`src/rtl/trap_pkg.sv`:
```
package trap_pkg;
  localparam int unsigned CAUSE_ILLEGAL = 2;
  localparam int unsigned CAUSE_BREAK   = 3;
  localparam int unsigned CAUSE_ECALL_M = 11;

  typedef enum logic [1:0] {
    ACT_NONE,
    ACT_TRAP,
    ACT_MRET
  } wb_act_e;
endpackage

```
`src/rtl/trap_irq_pick.sv`:
```
module trap_irq_pick #(
  parameter int unsigned NIRQ = 16,
  localparam int unsigned IW = $clog2(NIRQ)
) (
  input  logic [NIRQ-1:0] req_i,
  output logic            any_o,
  output logic [IW-1:0]   idx_o
);
  // ascending scan: last hit, i.e. highest index, wins
  always_comb begin
    any_o = 1'b0;
    idx_o = '0;
    for (int i = 0; i < NIRQ; i++) begin
      if (req_i[i]) begin
        any_o = 1'b1;
        idx_o = IW'(i);
      end
    end
  end
endmodule

```
`src/rtl/trap_decide.sv`:
```
module trap_decide
  import trap_pkg::*;
#(
  parameter int unsigned XLEN = 32,
  parameter int unsigned IW   = 4
) (
  input  logic            wb_valid_i,
  input  logic            epoch_match_i,
  input  logic            illegal_i,
  input  logic            ecall_i,
  input  logic            ebreak_i,
  input  logic            mret_i,
  input  logic            irq_i,
  input  logic [IW-1:0]   irq_idx_i,
  output wb_act_e         act_o,
  output logic [XLEN-1:0] cause_o,
  output logic            write_en_o
);
  logic live;
  assign live = wb_valid_i & epoch_match_i;

  always_comb begin
    act_o      = ACT_NONE;
    cause_o    = '0;
    write_en_o = 1'b0;
    if (live) begin
      if (irq_i) begin
        act_o             = ACT_TRAP;
        cause_o[XLEN-1]   = 1'b1;
        cause_o[IW-1:0]   = irq_idx_i;
      end else if (illegal_i) begin
        act_o   = ACT_TRAP;
        cause_o = XLEN'(CAUSE_ILLEGAL);
      end else if (ebreak_i) begin
        act_o   = ACT_TRAP;
        cause_o = XLEN'(CAUSE_BREAK);
      end else if (ecall_i) begin
        act_o   = ACT_TRAP;
        cause_o = XLEN'(CAUSE_ECALL_M);
      end else if (mret_i) begin
        act_o = ACT_MRET;
      end else begin
        write_en_o = 1'b1;
      end
    end
  end

  always_comb begin
    a_r12_one_action: assert ($onehot0({act_o == ACT_TRAP, act_o == ACT_MRET, write_en_o}));
  end
endmodule

```
`src/rtl/trap_state.sv`:
```
module trap_state
  import trap_pkg::*;
#(
  parameter int unsigned XLEN    = 32,
  parameter bit          GIE_RST = 1'b1
) (
  input  logic            clk_i,
  input  logic            rst_ni,
  input  wb_act_e         act_i,
  input  logic [XLEN-1:0] cause_i,
  input  logic [XLEN-1:0] wb_pc_i,
  output logic [XLEN-1:0] mepc_o,
  output logic [XLEN-1:0] mcause_o,
  output logic            gie_o,
  output logic            mpie_o,
  output logic            epoch_o
);
  always_ff @(posedge clk_i or negedge rst_ni) begin
    if (!rst_ni) begin
      mepc_o   <= '0;
      mcause_o <= '0;
      gie_o    <= GIE_RST;
      mpie_o   <= 1'b0;
      epoch_o  <= 1'b0;
    end else begin
      unique case (act_i)
        ACT_TRAP: begin
          mepc_o   <= wb_pc_i;
          mcause_o <= cause_i;
          mpie_o   <= gie_o;
          gie_o    <= 1'b0;
          epoch_o  <= ~epoch_o;
        end
        ACT_MRET: begin
          gie_o   <= mpie_o;
          mpie_o  <= 1'b1;
          epoch_o <= ~epoch_o;
        end
        default: ;
      endcase
    end
  end

  a_r3_save_pc: assert property (@(posedge clk_i) disable iff (!rst_ni)
    (act_i == ACT_TRAP) |=> (mepc_o == $past(wb_pc_i)));
  a_r9_entry_gie: assert property (@(posedge clk_i) disable iff (!rst_ni)
    (act_i == ACT_TRAP) |=> (!gie_o && mpie_o == $past(gie_o)));
  a_r10_mret_gie: assert property (@(posedge clk_i) disable iff (!rst_ni)
    (act_i == ACT_MRET) |=> (gie_o == $past(mpie_o) && mpie_o));
  a_r7_epoch_flip: assert property (@(posedge clk_i) disable iff (!rst_ni)
    (act_i != ACT_NONE) |=> (epoch_o != $past(epoch_o)));
endmodule

```
`src/rtl/trap_unit.sv`:
```
module trap_unit
  import trap_pkg::*;
#(
  parameter int unsigned XLEN    = 32,
  parameter int unsigned NIRQ    = 16,
  parameter logic [31:0] TVEC    = 32'h0000_0100,
  parameter bit          GIE_RST = 1'b1,
  localparam int unsigned IW     = $clog2(NIRQ)
) (
  input  logic            clk_i,
  input  logic            rst_ni,
  input  logic [NIRQ-1:0] irq_i,
  input  logic [NIRQ-1:0] irq_en_i,
  output logic [NIRQ-1:0] pending_o,
  input  logic            fetch_valid_i,
  output logic            fetch_irq_o,
  output logic [IW-1:0]   fetch_irq_idx_o,
  output logic            fetch_epoch_o,
  input  logic            wb_valid_i,
  input  logic            wb_epoch_i,
  input  logic [XLEN-1:0] wb_pc_i,
  input  logic            wb_illegal_i,
  input  logic            wb_ecall_i,
  input  logic            wb_ebreak_i,
  input  logic            wb_mret_i,
  input  logic            wb_irq_i,
  input  logic [IW-1:0]   wb_irq_idx_i,
  output logic            wb_write_en_o,
  output logic            kill_o,
  output logic            redirect_o,
  output logic [XLEN-1:0] redirect_pc_o,
  output logic [XLEN-1:0] mepc_o,
  output logic [XLEN-1:0] mcause_o,
  output logic            gie_o,
  output logic            mpie_o
);
  wb_act_e         act;
  logic [XLEN-1:0] cause;
  logic            irq_any;
  logic [IW-1:0]   irq_idx;
  logic            inflight_q;
  logic            tag;

  assign pending_o = irq_i;

  trap_irq_pick #(.NIRQ(NIRQ)) u_pick (
    .req_i (irq_i & irq_en_i),
    .any_o (irq_any),
    .idx_o (irq_idx)
  );

  trap_decide #(.XLEN(XLEN), .IW(IW)) u_decide (
    .wb_valid_i    (wb_valid_i),
    .epoch_match_i (wb_epoch_i == fetch_epoch_o),
    .illegal_i     (wb_illegal_i),
    .ecall_i       (wb_ecall_i),
    .ebreak_i      (wb_ebreak_i),
    .mret_i        (wb_mret_i),
    .irq_i         (wb_irq_i),
    .irq_idx_i     (wb_irq_idx_i),
    .act_o         (act),
    .cause_o       (cause),
    .write_en_o    (wb_write_en_o)
  );

  trap_state #(.XLEN(XLEN), .GIE_RST(GIE_RST)) u_state (
    .clk_i    (clk_i),
    .rst_ni   (rst_ni),
    .act_i    (act),
    .cause_i  (cause),
    .wb_pc_i  (wb_pc_i),
    .mepc_o   (mepc_o),
    .mcause_o (mcause_o),
    .gie_o    (gie_o),
    .mpie_o   (mpie_o),
    .epoch_o  (fetch_epoch_o)
  );

  // one carrier at a time; a kill squashes or retires it
  assign tag = fetch_valid_i & gie_o & irq_any & ~inflight_q & (act == ACT_NONE);

  always_ff @(posedge clk_i or negedge rst_ni) begin
    if (!rst_ni)               inflight_q <= 1'b0;
    else if (act != ACT_NONE)  inflight_q <= 1'b0;
    else if (tag)              inflight_q <= 1'b1;
  end

  assign fetch_irq_o     = tag;
  assign fetch_irq_idx_o = irq_idx;

  assign redirect_o    = (act != ACT_NONE);
  assign kill_o        = redirect_o;
  assign redirect_pc_o = (act == ACT_MRET) ? mepc_o : XLEN'(TVEC);

  a_r6_tag_needs_gie: assert property (@(posedge clk_i) disable iff (!rst_ni)
    fetch_irq_o |-> (gie_o && |(irq_i & irq_en_i)));
  a_r12_single_carrier: assert property (@(posedge clk_i) disable iff (!rst_ni)
    fetch_irq_o |=> !fetch_irq_o);
  a_r7_stale_quiet: assert property (@(posedge clk_i) disable iff (!rst_ni)
    (wb_valid_i && wb_epoch_i != fetch_epoch_o) |-> (!wb_write_en_o && !kill_o));
  a_r5_idx_enabled: assert property (@(posedge clk_i) disable iff (!rst_ni)
    fetch_irq_o |-> (irq_i[fetch_irq_idx_o] && irq_en_i[fetch_irq_idx_o]));
endmodule

```
`config.mk`:
```
export PLATFORM = sky130hd
export DESIGN_NAME = trap_unit
export DESIGN_NICKNAME = d
export VERILOG_FILES = /design/src/rtl/trap_pkg.sv /design/src/rtl/trap_irq_pick.sv /design/src/rtl/trap_decide.sv /design/src/rtl/trap_state.sv /design/src/rtl/trap_unit.sv
export SDC_FILE = /design/constraint.sdc
export NUM_CORES = 1
export LEC_CHECK = 0
export BUFFER_PORTS_ARGS = -buffer_cell sky130_fd_sc_hd__buf_2
export CORE_MARGIN = 2
export CORE_UTILIZATION = 50
export CTS_CLUSTER_DIAMETER = 100
export CTS_CLUSTER_SIZE = 16
export DETAILED_ROUTE_END_ITERATION = 8
export PLACE_DENSITY_LB_ADDON = 0.08
export SYNTH_ARGS = -nofsm -noshare
export SYNTH_HDL_FRONTEND = slang
export SYNTH_HIERARCHICAL = 1
export SYNTH_SLANG_ARGS = --single-unit
```
`constraint.sdc`:
```
create_clock -name clk_i -period 2.95 [get_ports clk_i]
set_clock_uncertainty 0.05 [all_clocks]
set_input_delay 0.1475 -clock clk_i [delete_from_list [all_inputs] [get_ports clk_i]]
set_output_delay 0.1475 -clock clk_i [all_outputs]
set_load 0.005 [all_outputs]
```
# After elaboration in Yosys (flattened, before gate mapping)
# Index checks and enable logic that the tools add are counted.
# op_classes
n_eq_ne,3
muxes,55
n_bitwise,8
reduce_logical,5
# op_table
cell,count
2-to-1 mux 32 bit,4
2-to-1 mux 4 bit,10
2-to-1 mux 27 bit,1
2-to-1 mux 1 bit,26
bitwise AND 16 bit,1
2-to-1 mux 2 bit,8
2-to-1 mux 3 bit,4
nonzero test 2 bit,3
bitwise AND 1 bit,5
one-hot mux 1 bit (2 select lines),2
"equality test 2 x 1 -> 1 bit, second input constant",1
"equality test 2 bit, second input constant",1
zero test 2 bit,1
inverter 1 bit,2
OR reduction 2 bit,1
equality test 1 bit,1
# word_totals
regBits,68
input_bits,78
output_inout_bits,123
word_cells,77

# Depth between registers and ports, before layout
# depth
word_depth,22
ltp_mapped,7
mapped_depth_nobuf,7

# Cells and area by module
# The synthesis kept the hierarchy.
# by_module_without_submodules
module,instances,cells_each,area_each_um2,seq_area_each_um2
trap_state,1,149,2821.5,1677.9
trap_unit,1,76,520.5,25.0
trap_decide,1,44,314.1,0.0
trap_irq_pick,1,29,161.4,0.0

# Worst setup path after synthesis
# No wires, ideal clock.
# synth_timing
kind,reg-to-reg
from,reg u_state.epoch_o
to,reg u_state.mcause_o[0]
setup_ps,125
t_arrival_ps,1848
t_required_ps,2775
setup_slack_ps,927
stages_incl_launch_ff,8
n_path_buf,2
synth_period_minus_slack_ps,2023
path_cell_list,dfrtp_1 xnor2_1 nand2_1 nor2_1 ha_1 buf_6 buf_12 mux2_4
# synth_via
elab_chain_cells,4
word_cells_on_any_way,5
cone_classes,eq/ne: 2; mux: 2; bitwise: 1
# synth_rtl
item,line,text
from (decl),trap_state.sv:16,output logic epoch_o
from (signal assigned),trap_state.sv:32,epoch_o <= ~epoch_o;
from (signal assigned),trap_state.sv:37,epoch_o <= ~epoch_o;
equality test 1 bit,trap_unit.sv:54,".epoch_match_i (wb_epoch_i == fetch_epoch_o),"
bitwise AND 1 bit,trap_decide.sv:20,assign live = wb_valid_i & epoch_match_i;
2-to-1 mux 2 bit,trap_decide.sv:26,if (live) begin
via act[0],trap_unit.sv:37,wb_act_e act;
equality test 2 x 1 -> 1 bit,trap_state.sv:26,unique case (act_i)
to (signal assigned),trap_state.sv:29,mcause_o <= cause_i;
to (decl),trap_state.sv:13,"output logic [XLEN-1:0] mcause_o,"
# The timed path passes the listed nets, and every way through them passes these cells.
# A chain may end at the register's enable or synchronous reset.

# Worst setup path after layout
# layout_timing
from,reg u_state.epoch_o
to,reg u_state.mepc_o[24]
# layout_via
elab_chain_cells,4
# layout_rtl
item,line,text
equality test 1 bit,trap_unit.sv:54,
bitwise AND 1 bit,trap_decide.sv:20,
2-to-1 mux 2 bit,trap_decide.sv:26,
via act[0],trap_unit.sv:37,
equality test 2 x 1 -> 1 bit,trap_state.sv:26,
to (signal assigned),trap_state.sv:28,mepc_o <= wb_pc_i;
to (decl),trap_state.sv:12,"output logic [XLEN-1:0] mepc_o,"
# The timed path passes the listed nets, and every way through them passes these cells.

==> impl_metrics.ini <==
[drt]
routedWlPerCell_um = 14.1
first_iter_violations = 61
wirelength_mm = 8.73
dr.pass1.iters = 4
drc = 0
vias_per_cell = 4.60
ant_nets = 0
vias = 2856

[worst_setup_path]
critPathArrivalTime_ns = 2.62
crit_required_ns = 3.13
cp_max_fo = 25
end_kind = register
worst_setup_path_start_kind = register
crit_type = register to register

[synthesis]
synth_top_flop_cell = dfrtp_1
netlist_instances = 298
ys_types = 37
syn_area_sq_um = 3820
syn_area_per_cell_sq_um = 12.8
synth.largest_area_cell = dfrtp_1
ys_async_sr_fraction = 1.00
synth_edf_count = 0
ys_ff_latch = 68
synth_area_leaders = dfrtp_1, mux2_4, buf_4, and2_1, buf_12
synth.top_cell.area_share = 0.439
seq_area_frac_synth = 0.446
yosys_warnings = 6

[floorplan]
ios = 201
row_count = 31
dieArea_sq_um = 8350
start_util = 0.521
dieWidth_um = 91.4
core_sq_um = 7330
dieHeight_um = 91.4

[timing]
clock.fmax_mhz = 409
period_needed_ns = 2.45
timing_hold_violations_final = 0
final.period_utilization = 0.830
maxSlewViolCount = 0
rsz0062_at_grt = false
hold_slack_ns = 0.0960
fin_setup_tns_ns = 0
finalWorstSetupSlack_ns = 0.502
maxSlewHeadroom = 0.597
max_slew.worst_pin.slew_ns = 0.605
setup_viol = 0

[cells_and_area]
layout_commonest_cell = buf_2
nNetsFinal = 597
drive_above_1_share = 0.554
final_util = 0.704
diodes = 0
area_delta_synth_final_pct = 35.3
layout_common_cells = buf_2, dfrtp_1, mux2_4
design_area_sq_um = 5160
fin_cells = 621

[clock_network]
cts_tree = built
numCtsBuffers = 9
clk_path_buf_depth = 2
ctsHtreeMaxLevel = 3
post_cts_buffers = 0
cts_root_buf = clkbuf_8
ctsResizeCount = 0
cts_sinks = 68
clk_latency_ns = 0.34
clkSlewWorstSetupHoldPaths_ns = 0.07
ctsHoldBuffers = 33

[global_routing]
grt_util_all_layers = 0.213
grt_first_pass_wirelength_mm = 14.1
grt_max_degree = 49
antenna_found_initial = 0
grt_pass1_vias = 3009
grt_overflow_total = 0

[power_and_ir_drop]
total_power_mw = 4.22
p_leak_nw = 2.74
p_per_area_nw_per_um2 = 817
vdd_drop_max_v = 0.000552

[placed_design]
pre_cts_ws_ns = 0.506
dp_hpwl_mm = 5.97
placed_area_sq_um = 4620
placed_cells_incl_taps = 572
place_congestion = 0.805
port_buffers = 200

[run_status]
status = complete, no violations

[min_path]
hold_path_class = input pin to register

[flow_run]
maxCapViolations = 0
## final cells by class
class / instances / area, sq um
flip-flops and latches: 68 / 1700
fillers: 579 / 2170
inverters: 5 / 18.8
multi-input cells: 197 / 1730
clock inverters: 5 / 58.8
repair buffers: 236 / 1380
well taps: 99 / 124
clock buffers: 11 / 151
## synthesized netlist by cell type (3+ instances only)
cell,instances
o21ai_0,4
buf_4,44
buf_12,6
nand2b_1,4
nand2_1,8
inv_1,5
mux2_4,60
mux2_2,4
clkbuf_2,3
nor4_1,4
dfrtp_1,67
nor2_1,12
and2_1,48
## flip-flops by register name (all words and copies together) (netlist names)
register / count
u_state/gie_o: 1
inflight_q: 1
u_state/mcause_o: 32
u_state/mpie_o: 1
u_state/mepc_o: 32
u_state/epoch_o: 1
## kinds of logic (layout without fill, tap and decap cells)
group / after synthesis / after routing / synth area share
AND/OR/NAND/NOR: 90 / 90 / 0.143
flip-flops: 68 / 68 / 0.446
multiplexers: 64 / 64 / 0.248
buffers and inverters: 59 / 257 / 0.130
AO/OA/AOI/OAI: 12 / 12 / 0.0210
adder cells (fa/ha/maj): 2 / 2 / 0.00655
XOR/XNOR: 2 / 2 / 0.00459
other: 1 / 27 / 0.000982
## report_power, final
group          leakage, nW  total (mW)  switching, mW  internal (mW)
clock network        0.102       0.804          0.366          0.438
logic                 1.83        1.72          0.602           1.12
registers            0.810        1.69          0.311           1.38
## metal layers
metal  vias to the layer above  global-route usage  wire (um)
li1                       1367                   -          -
met1                      1348               0.239       3440
met2                       120               0.378       4520
met3                        21              0.0589        541
met4                         0              0.0909        230
met5                         -                   0          0
## critical path: stages, from the launching register on
cell     delay [ns]
dfrtp_1        0.41
xnor2_1        0.23
nand2_1        0.18
nor2_1         0.40
ha_4           0.42
buf_12         0.26
mux2_2         0.37
## path summary, 6_finish.rpt
check | start | slack (ns) | cells after the start | endpoint
hold / removal | fetch_valid_i | 0.1 | 3 | inflight_q
max in group asynchronous | rst_ni | 1.63 | 3 | u_state/mcause_o[4]
setup / recovery | u_state/epoch_o | 0.50 | 6 | u_state/mepc_o[24]
min in group asynchronous | rst_ni | 0.24 | 2 | u_state/mcause_o[20]
hold reg to reg | u_state/gie_o | 0.45 | 2 | u_state/gie_o
setup reg to reg | u_state/epoch_o | 0.50 | 6 | u_state/mepc_o[24]
No activity file was read; power rests on OpenSTA's default activity.
